===== src/rtl/itmr_pkg.sv =====
// Package: shared register addresses and control bit positions for the
// interval timer. Assumes a 2-bit word address on the register port.
package itmr_pkg;
    localparam int CNT_W = 16;
    localparam int ADDR_W = 2;

    typedef enum logic [ADDR_W-1:0] {
        A_CTRL = 2'd0,
        A_MOD  = 2'd1,
        A_CNT  = 2'd2,
        A_RSV  = 2'd3
    } reg_addr_e;

    localparam int B_EN   = 0;
    localparam int B_RLD  = 1;
    localparam int B_FLAG = 2;
    localparam int B_IE   = 3;
    localparam int B_OVW  = 4;
    localparam int B_DIV  = 5;
endpackage


===== src/rtl/itmr_regs.sv =====
// Register file: control bits, modulus, sticky flag and the read mux.
// Assumes at most one write per cycle; expire comes from the counter.
module itmr_regs
    import itmr_pkg::*;
#(
    parameter int W = CNT_W
) (
    input  logic              clk,
    input  logic              rst_n,
    input  logic              we,
    input  logic [ADDR_W-1:0] addr,
    input  logic [W-1:0]      wdata,
    input  logic [W-1:0]      count,
    input  logic              expire,
    output logic [W-1:0]      rdata,
    output logic [W-1:0]      modulus,
    output logic              en,
    output logic              rld,
    output logic              ie,
    output logic              div_sel,
    output logic              flag,
    output logic              start,
    output logic              load
);
    logic ovw;
    logic ctrl_wr, mod_wr;

    assign ctrl_wr = we && (addr == A_CTRL);
    assign mod_wr  = we && (addr == A_MOD);
    assign start   = ctrl_wr && wdata[B_EN] && !en;
    assign load    = mod_wr && ovw;

    // Control bits are replaced wholesale on a control write
    always_ff @(posedge clk) begin
        if (!rst_n) begin
            en <= 1'b0; rld <= 1'b0; ie <= 1'b0; ovw <= 1'b0; div_sel <= 1'b0;
        end else if (ctrl_wr) begin
            en      <= wdata[B_EN];
            rld     <= wdata[B_RLD];
            ie      <= wdata[B_IE];
            ovw     <= wdata[B_OVW];
            div_sel <= wdata[B_DIV];
        end
    end

    // Modulus register, full width
    always_ff @(posedge clk) begin
        if (!rst_n)      modulus <= '1;
        else if (mod_wr) modulus <= wdata;
    end

    // Sticky flag: expiry sets, write-1 clears, set has priority
    always_ff @(posedge clk) begin
        if (!rst_n)                           flag <= 1'b0;
        else if (expire)                      flag <= 1'b1;
        else if (ctrl_wr && wdata[B_FLAG])    flag <= 1'b0;
    end

    // Combinational read mux
    always_comb begin
        rdata = '0;
        unique case (addr)
            A_CTRL: begin
                rdata[B_EN]   = en;
                rdata[B_RLD]  = rld;
                rdata[B_FLAG] = flag;
                rdata[B_IE]   = ie;
                rdata[B_OVW]  = ovw;
                rdata[B_DIV]  = div_sel;
            end
            A_MOD:   rdata = modulus;
            A_CNT:   rdata = count;
            default: rdata = '0;
        endcase
    end
endmodule


===== src/rtl/itmr_prescale.sv =====
// Prescaler: produces the timer tick, every clock or every DIV clocks.
// Assumes DIV >= 2; counter is held at zero while disabled or restarted.
module itmr_prescale #(
    parameter int DIV = 64,
    localparam int PC_W = $clog2(DIV)
) (
    input  logic            clk,
    input  logic            rst_n,
    input  logic            en,
    input  logic            div_sel,
    input  logic            restart,
    output logic            tick,
    output logic [PC_W-1:0] pc
);
    logic at_end;
    assign at_end = (pc == PC_W'(DIV - 1));
    assign tick   = en && (!div_sel || at_end);

    // Divider phase counter
    always_ff @(posedge clk) begin
        if (!rst_n || !en || restart || !div_sel) pc <= '0;
        else if (at_end)                          pc <= '0;
        else                                      pc <= pc + 1'b1;
    end
endmodule


===== src/rtl/itmr_counter.sv =====
// Down counter: load, start, reload or wrap on expiry, decrement per tick.
// Assumes start and load are never high together.
module itmr_counter #(
    parameter int W = 16
) (
    input  logic         clk,
    input  logic         rst_n,
    input  logic         tick,
    input  logic         start,
    input  logic         load,
    input  logic [W-1:0] load_val,
    input  logic [W-1:0] modulus,
    input  logic         rld,
    output logic [W-1:0] count,
    output logic         expire
);
    logic at_zero;
    assign at_zero = (count == '0);
    assign expire  = tick && at_zero && !load && !start;

    // Counter update with load > start > tick priority
    always_ff @(posedge clk) begin
        if (!rst_n)     count <= '1;
        else if (load)  count <= load_val;
        else if (start) count <= modulus;
        else if (tick) begin
            if (at_zero) count <= rld ? modulus : '1;
            else         count <= count - 1'b1;
        end
    end
endmodule


===== src/rtl/itmr_top.sv =====
// Top: interval timer with register port and level interrupt output.
// Assumes a single-master port with one access per cycle.
module itmr_top
    import itmr_pkg::*;
#(
    parameter int W   = CNT_W,
    parameter int DIV = 64,
    localparam int PC_W = $clog2(DIV)
) (
    input  logic              clk,
    input  logic              rst_n,
    input  logic              bus_we,
    input  logic [ADDR_W-1:0] bus_addr,
    input  logic [W-1:0]      bus_wdata,
    output logic [W-1:0]      bus_rdata,
    output logic              irq
);
    logic [W-1:0]    count, modulus;
    logic            en, rld, ie, div_sel, flag, start, load, tick, expire;
    logic [PC_W-1:0] pc;

    itmr_regs #(.W(W)) u_regs (
        .clk(clk), .rst_n(rst_n), .we(bus_we), .addr(bus_addr),
        .wdata(bus_wdata), .count(count), .expire(expire),
        .rdata(bus_rdata), .modulus(modulus), .en(en), .rld(rld),
        .ie(ie), .div_sel(div_sel), .flag(flag), .start(start), .load(load)
    );

    itmr_prescale #(.DIV(DIV)) u_pre (
        .clk(clk), .rst_n(rst_n), .en(en), .div_sel(div_sel),
        .restart(start | load), .tick(tick), .pc(pc)
    );

    itmr_counter #(.W(W)) u_cnt (
        .clk(clk), .rst_n(rst_n), .tick(tick), .start(start), .load(load),
        .load_val(bus_wdata), .modulus(modulus), .rld(rld),
        .count(count), .expire(expire)
    );

    assign irq = flag && ie;
endmodule


===== config.mk =====
export PLATFORM = sky130hd
export DESIGN_NAME = itmr_top
export DESIGN_NICKNAME = d
export VERILOG_FILES = /design/src/rtl/itmr_pkg.sv /design/src/rtl/itmr_regs.sv /design/src/rtl/itmr_prescale.sv /design/src/rtl/itmr_counter.sv /design/src/rtl/itmr_top.sv
export SDC_FILE = /design/constraint.sdc
export NUM_CORES = 1
export LEC_CHECK = 0
export ABC_AREA = 1
export BUFFER_PORTS_ARGS = -buffer_cell sky130_fd_sc_hd__buf_4
export CAP_MARGIN = 10
export CORE_ASPECT_RATIO = 0.6
export CORE_MARGIN = 2
export CORE_UTILIZATION = 58
export DETAILED_ROUTE_END_ITERATION = 12
export HOLD_SLACK_MARGIN = 0.12
export PLACE_DENSITY = 0.8
export RECOVER_POWER = 50
export SYNTH_ARGS = -nofsm -noshare
export SYNTH_HDL_FRONTEND = slang
export SYNTH_SLANG_ARGS = --single-unit

===== constraint.sdc =====
create_clock -name clk -period 1.9 [get_ports clk]
set_input_delay 0.38 -clock clk [delete_from_list [all_inputs] [get_ports clk]]
set_output_delay 0.38 -clock clk [all_outputs]
set_load 0.005 [all_outputs]

==> run summary, run 1 <==
Die W = 95.4 um
CTS tree = yes
First-pass GRT wire length = 15.7 mm
Worst-Skew Late Latency = 0.31 ns
Fin. Hold Viols = 0
Initial Util = 0.617
Post-DP HPWL = 7.64 mm
Ports = 38
Register area = 883 um2
Antenna Nets Post-Route = 0
CTS max path bufs = 2
DIE AREA = 5610 um2
Setup tns final = 0 ns
Critical-path cell list = buf_4 -> inv_1 -> ha_1 -> clkinvlp_4 -> a21oi_1 -> buf_4
CP Capture Type = output pin
Largest net degree at the start of global routing = 30
Hold WC Path Type = in2reg
Clock Sinks = 44
DR pass1 iterations = 5
Clock H-tree levels = 2
Final worst-path cycle share = 0.969
Crit-path slowest cell = ha_1
Yosys top cell by area = dfxtp_1
Status = finished, final reports clean
Core ar. = 4710 um2
Synth Cell Area = 2910 um2
Max VDD drop = 0.000447 V
Dpl ws = -0.0137 ns
P per Cell Area = 618 nW/um2
Register bit total from synthesis = 44
Top cells by area, synth = dfxtp_1 (30%), nand2_1 (20%), inv_1 (8.0%)
Met1 global-route usage = 0.573
Root Driver = clkbuf_8
Worst-path clk slew = 0.09 ns
Vias per cell = 5.55
Tot Pwr = 2.24 mW
Fin crit period = 1.84 ns
Layout cells sized above 1 = 0.191
DIE HEIGHT = 58.8 um
Critical path arrival = 1.46 ns
FILL cells = 402
Row cnt = 19
Antenna diodes = 0
GR Overflow Total = 0
Final Worst Setup Slack = 0.0591 ns
Worst clock skew = 0.00731 ns
Busiest layer in global routing = met1
Finished Layout Cells = 612
Drc violations = 0
Relative slew slack = 0.440
Post-Syn Instances = 479
Input/output buffers = 37
Leak = 1.91 nW
Worst r2r path cells = 13
Worst slew pin tran = 0.840 ns
Worst Hold Path Cells = 3
Register area share after synthesis = 0.303
Vias in the first global route = 3043
Worst Setup Path Type = in2out
Most common cell after layout, fill and taps aside = nand2_1
Max Fclk = 0.543 GHz
Area Overhead vs Synth = 24.8%
Syn Nets = 507
Inst Count DP = 603
GR Util met3 = 0.169
Final instance area = 3630 um2
Met2 Use GR = 0.487
GPL Wtd Cong = 1.05
Nets = 576
Mean area per synthesized cell = 6.07 um2
Worst setup SP type = input pin
Top-area cell type share of the netlist area = 0.303
Yosys cell types = 29
Multi-input gate area = 1700 um2
# setup viols final = 0
Total GRT Usage = 0.379
Vias = 3395
CP peak stage delay = 0.34 ns
Final Max Tran Viols = 0
Cts bufs inserted = 5
Most frequent cells in the layout = nand2_1 (154), buf_4 (69), inv_1 (62)
Yosys warns = 0
Worst-path fanout max = 10
Max_cap viols = 0
Average wire per standard cell = 16.5 um
Total routed wirelength = 10.1 mm
Initial antenna violation count = 0
Most common cell on crit path = buf_4
DP Area = 3490 um2
CP required = 1.52 ns
1st-iter DRT viols = 345
-- state kept, by name, indices dropped and copies added (netlist names) --
register	cells
u_pre.pc	6
u_regs.rld	1
u_regs.en	1
u_regs.modulus	16
u_regs.ovw	1
u_regs.div_sel	1
u_cnt.count	16
u_regs.flag	1
u_regs.ie	1
-- report_power, final --
group | switching [mW] | internal, mW | leakage (nW)
combinational | 0.280 | 0.203 | 1.50
sequential | 0.0465 | 0.966 | 0.359
clock | 0.355 | 0.391 | 0.0552
-- cell families (layout without fill, tap and decap cells) --
family,count (synthesis),count (layout),synth area share
fa+ha+maj,7,7,0.0301
simple gates,255,255,0.378
buf+inv,89,159,0.122
compound gates,76,76,0.142
xor+xnor,8,8,0.0241
flops,44,44,0.303
-- per-layer routing --
metal,routed length [um],vias up
met5,0,-
met1,4380,1494
li1,-,1639
met3,1770,14
met2,3820,248
met4,142,0
-- what timing repair did --
action / CTS / global route
hold buffers: 0 / 0
gates resized for setup: 0 / 13
setup buffers: 0 / 1
endpoints found under the hold margin: 0 / 0
endpoints found under the setup margin: 0 / 10
-- metrics by stage --
stage	hold WS (ns)	utilization
global route	0.310	0.771
finish	0.291	0.771
detailed placement	0.470	0.741
floorplan	0.418	-
global placement	0.433	0.741
CTS	0.287	0.763
-- critical path: cells and delay by family --
| family | cells | cell delay [ns] |
|---|---|---|
| adders and majority gates | 1 | 0.34 |
| AOI/OAI and AO/OA | 1 | 0.22 |
| buffers and inverters | 4 | 0.51 |
-- area by class of cell --
class                      instances  area share
tap                               63      0.0217
multi-input combinational        346       0.468
sequential                        44       0.244
inverter                          76      0.0804
clock inverter                     2     0.00966
clock buffer                       6      0.0200
timing repair buffer              75       0.157
-- final timing paths --
path	endpoint	slack, ns	from
worst max-delay path	bus_rdata[10]	0.06	bus_addr[0]
worst min-delay path	u_regs.modulus[4]	0.29	bus_wdata[4]
worst max register to register	u_cnt.count[7]	0.07	u_cnt.count[1]
worst min register to register	u_pre.pc[0]	0.49	u_pre.pc[0]
-- Yosys cell counts --
master / n
o22ai_1: 1
nor2_1: 38
inv_1: 62
buf_6: 2
dfxtp_1: 44
clkbuf_1: 9
or2_2: 1
nand4_1: 1
nor3_1: 1
ha_1: 7
o21ai_1: 18
o211ai_1: 8
o21ai_4: 1
a21oi_1: 31
clkinv_1: 10
buf_1: 1
xor2_1: 6
nand2_1: 156
nor3b_1: 3
nor2_2: 2
inv_4: 1
xnor2_1: 2
o21ai_0: 17
inv_2: 3
nor2_8: 1
buf_4: 1
nand3_1: 45
nand2_4: 6
nand2_2: 1
Power figures use the tool's default switching activity.
==> run 2, diff against run 1 <==
--- a/config.mk
+++ b/config.mk
@@ -6,11 +6,12 @@
 export NUM_CORES = 1
 export LEC_CHECK = 0
 export ABC_AREA = 1
-export BUFFER_PORTS_ARGS = -buffer_cell sky130_fd_sc_hd__buf_4
+export BUFFER_PORTS_ARGS = -buffer_cell sky130_fd_sc_hd__buf_2
 export CAP_MARGIN = 10
 export CORE_ASPECT_RATIO = 0.6
 export CORE_MARGIN = 2
 export CORE_UTILIZATION = 58
+export CTS_BUF_LIST = sky130_fd_sc_hd__clkbuf_4 sky130_fd_sc_hd__clkbuf_8
 export DETAILED_ROUTE_END_ITERATION = 12
 export HOLD_SLACK_MARGIN = 0.12
 export PLACE_DENSITY = 0.8
==> run summary, run 2 (synthesized netlist as in run 1, its figures left out) <==
Hold_buf cts = 0
Largest net degree at the start of global routing = 24
CTS max path bufs = 2
Worst setup SP type = input pin
CP required = 1.52 ns
Row cnt = 19
Vias = 3313
Fin crit period = 1.79 ns
Antenna Nets Post-Route = 0
Clock Sinks = 44
Dpl ws = -0.0206 ns
DP Area = 3380 um2
Layout cells sized above 1 = 0.178
Average wire per standard cell = 15.4 um
Worst slew pin tran = 0.798 ns
Worst-Skew Late Latency = 0.31 ns
Total GRT Usage = 0.356
Worst-path fanout max = 10
Die W = 95.4 um
Vias in the first global route = 2858
Worst Setup Path Type = in2out
Antenna diodes = 0
DIE HEIGHT = 58.8 um
Status = finished, final reports clean
Max VDD drop = 0.000481 V
Largest regs = u_cnt.count x16, u_regs.modulus x16, u_pre.pc x6
Hold WC Path Type = in2reg
Finished Layout Cells = 609
DIE AREA = 5610 um2
Clock H-tree levels = 2
Cts bufs inserted = 5
CP Capture Type = output pin
P per Cell Area = 631 nW/um2
Core ar. = 4710 um2
Final Max Tran Viols = 0
Worst-path clk slew = 0.09 ns
Total routed wirelength = 9.37 mm
Max Fclk = 0.558 GHz
Setup tns final = 0 ns
Initial antenna violation count = 0
Area Overhead vs Synth = 20.7%
GR Overflow Total = 0
Worst clock skew = 0.00511 ns
CTS tree = yes
DR pass1 iterations = 5
Final instance area = 3510 um2
Inst Count DP = 600
Vias per cell = 5.44
Input/output buffers = 37
Final worst-path cycle share = 0.943
Most common cell after layout, fill and taps aside = nand2_1
Fin. Hold Viols = 0
Ports = 38
Post-DP HPWL = 7.11 mm
Leak = 1.86 nW
1st-iter DRT viols = 381
Relative slew slack = 0.468
Max_cap viols = 0
GPL Wtd Cong = 0.999
Most frequent cells in the layout = nand2_1 (156), inv_1 (64), nand3_1 (45)
# setup viols final = 0
Nets = 573
Critical path arrival = 1.41 ns
RSZ-0062 raised after global routing = no
Final Worst Setup Slack = 0.108 ns
Drc violations = 0
First-pass GRT wire length = 15.0 mm
Root Driver = clkbuf_8
Initial Util = 0.617
Finished Core Util = 0.746
-- run 2: where the power goes --
part | leakage, nW | total [mW] | switching, mW | internal, mW
logic | 1.45 | 0.440 | 0.264 | 0.176
clock network | 0.0548 | 0.763 | 0.366 | 0.397
registers | 0.360 | 1.01 | 0.0440 | 0.966
total | 1.86 | 2.21 | 0.674 | 1.54
-- run 2: final timing paths --
path                               startpoint  cells past startpoint                 end  slack (ns)
worst min-delay path            bus_wdata[12]                      3  u_regs.modulus[12]        0.30
worst max-delay path              bus_addr[0]                      6       bus_rdata[10]        0.11
worst max register to register    u_pre.pc[0]                      9      u_cnt.count[2]        0.13
worst min register to register    u_pre.pc[0]                      1         u_pre.pc[0]        0.49
-- run 2: critical path, cell delays in order --
cell and delay, ns:
buf_2 0.11, inv_1 0.06, ha_1 0.33, clkinvlp_4 0.21, a21oi_1 0.19, buf_2 0.14
-- run 2: through the flow --
step                power, mW  hold WS [ns]
CTS                      2.19         0.305
finish                   2.21         0.300
global placement         1.45         0.435
detailed placement       1.45         0.478
global route             2.30         0.312
floorplan                1.26         0.418
-- run 2: per-layer routing --
metal	global-route usage	wire, um
met5	0	0
met4	0.0490	51
met3	0.104	1510
met1	0.586	4410
met2	0.454	3400
-- run 2: cell type report --
type                            count  area [um2]
Clock buffer                        5        68.8
Multi-Input combinational cell    346        1680
Inverter                           76         292
Sequential cell                    44         881
Clock inverter                      3        46.3
Timing Repair Buffer               72         464
Tap cell                           63        78.8
Fill cell                         424        1200
-- run 2: timing repair --
item / CTS / global route
gates resized for setup: 0 / 8
buffers inserted: 0 / 1
endpoints found under the setup margin: 0 / 15
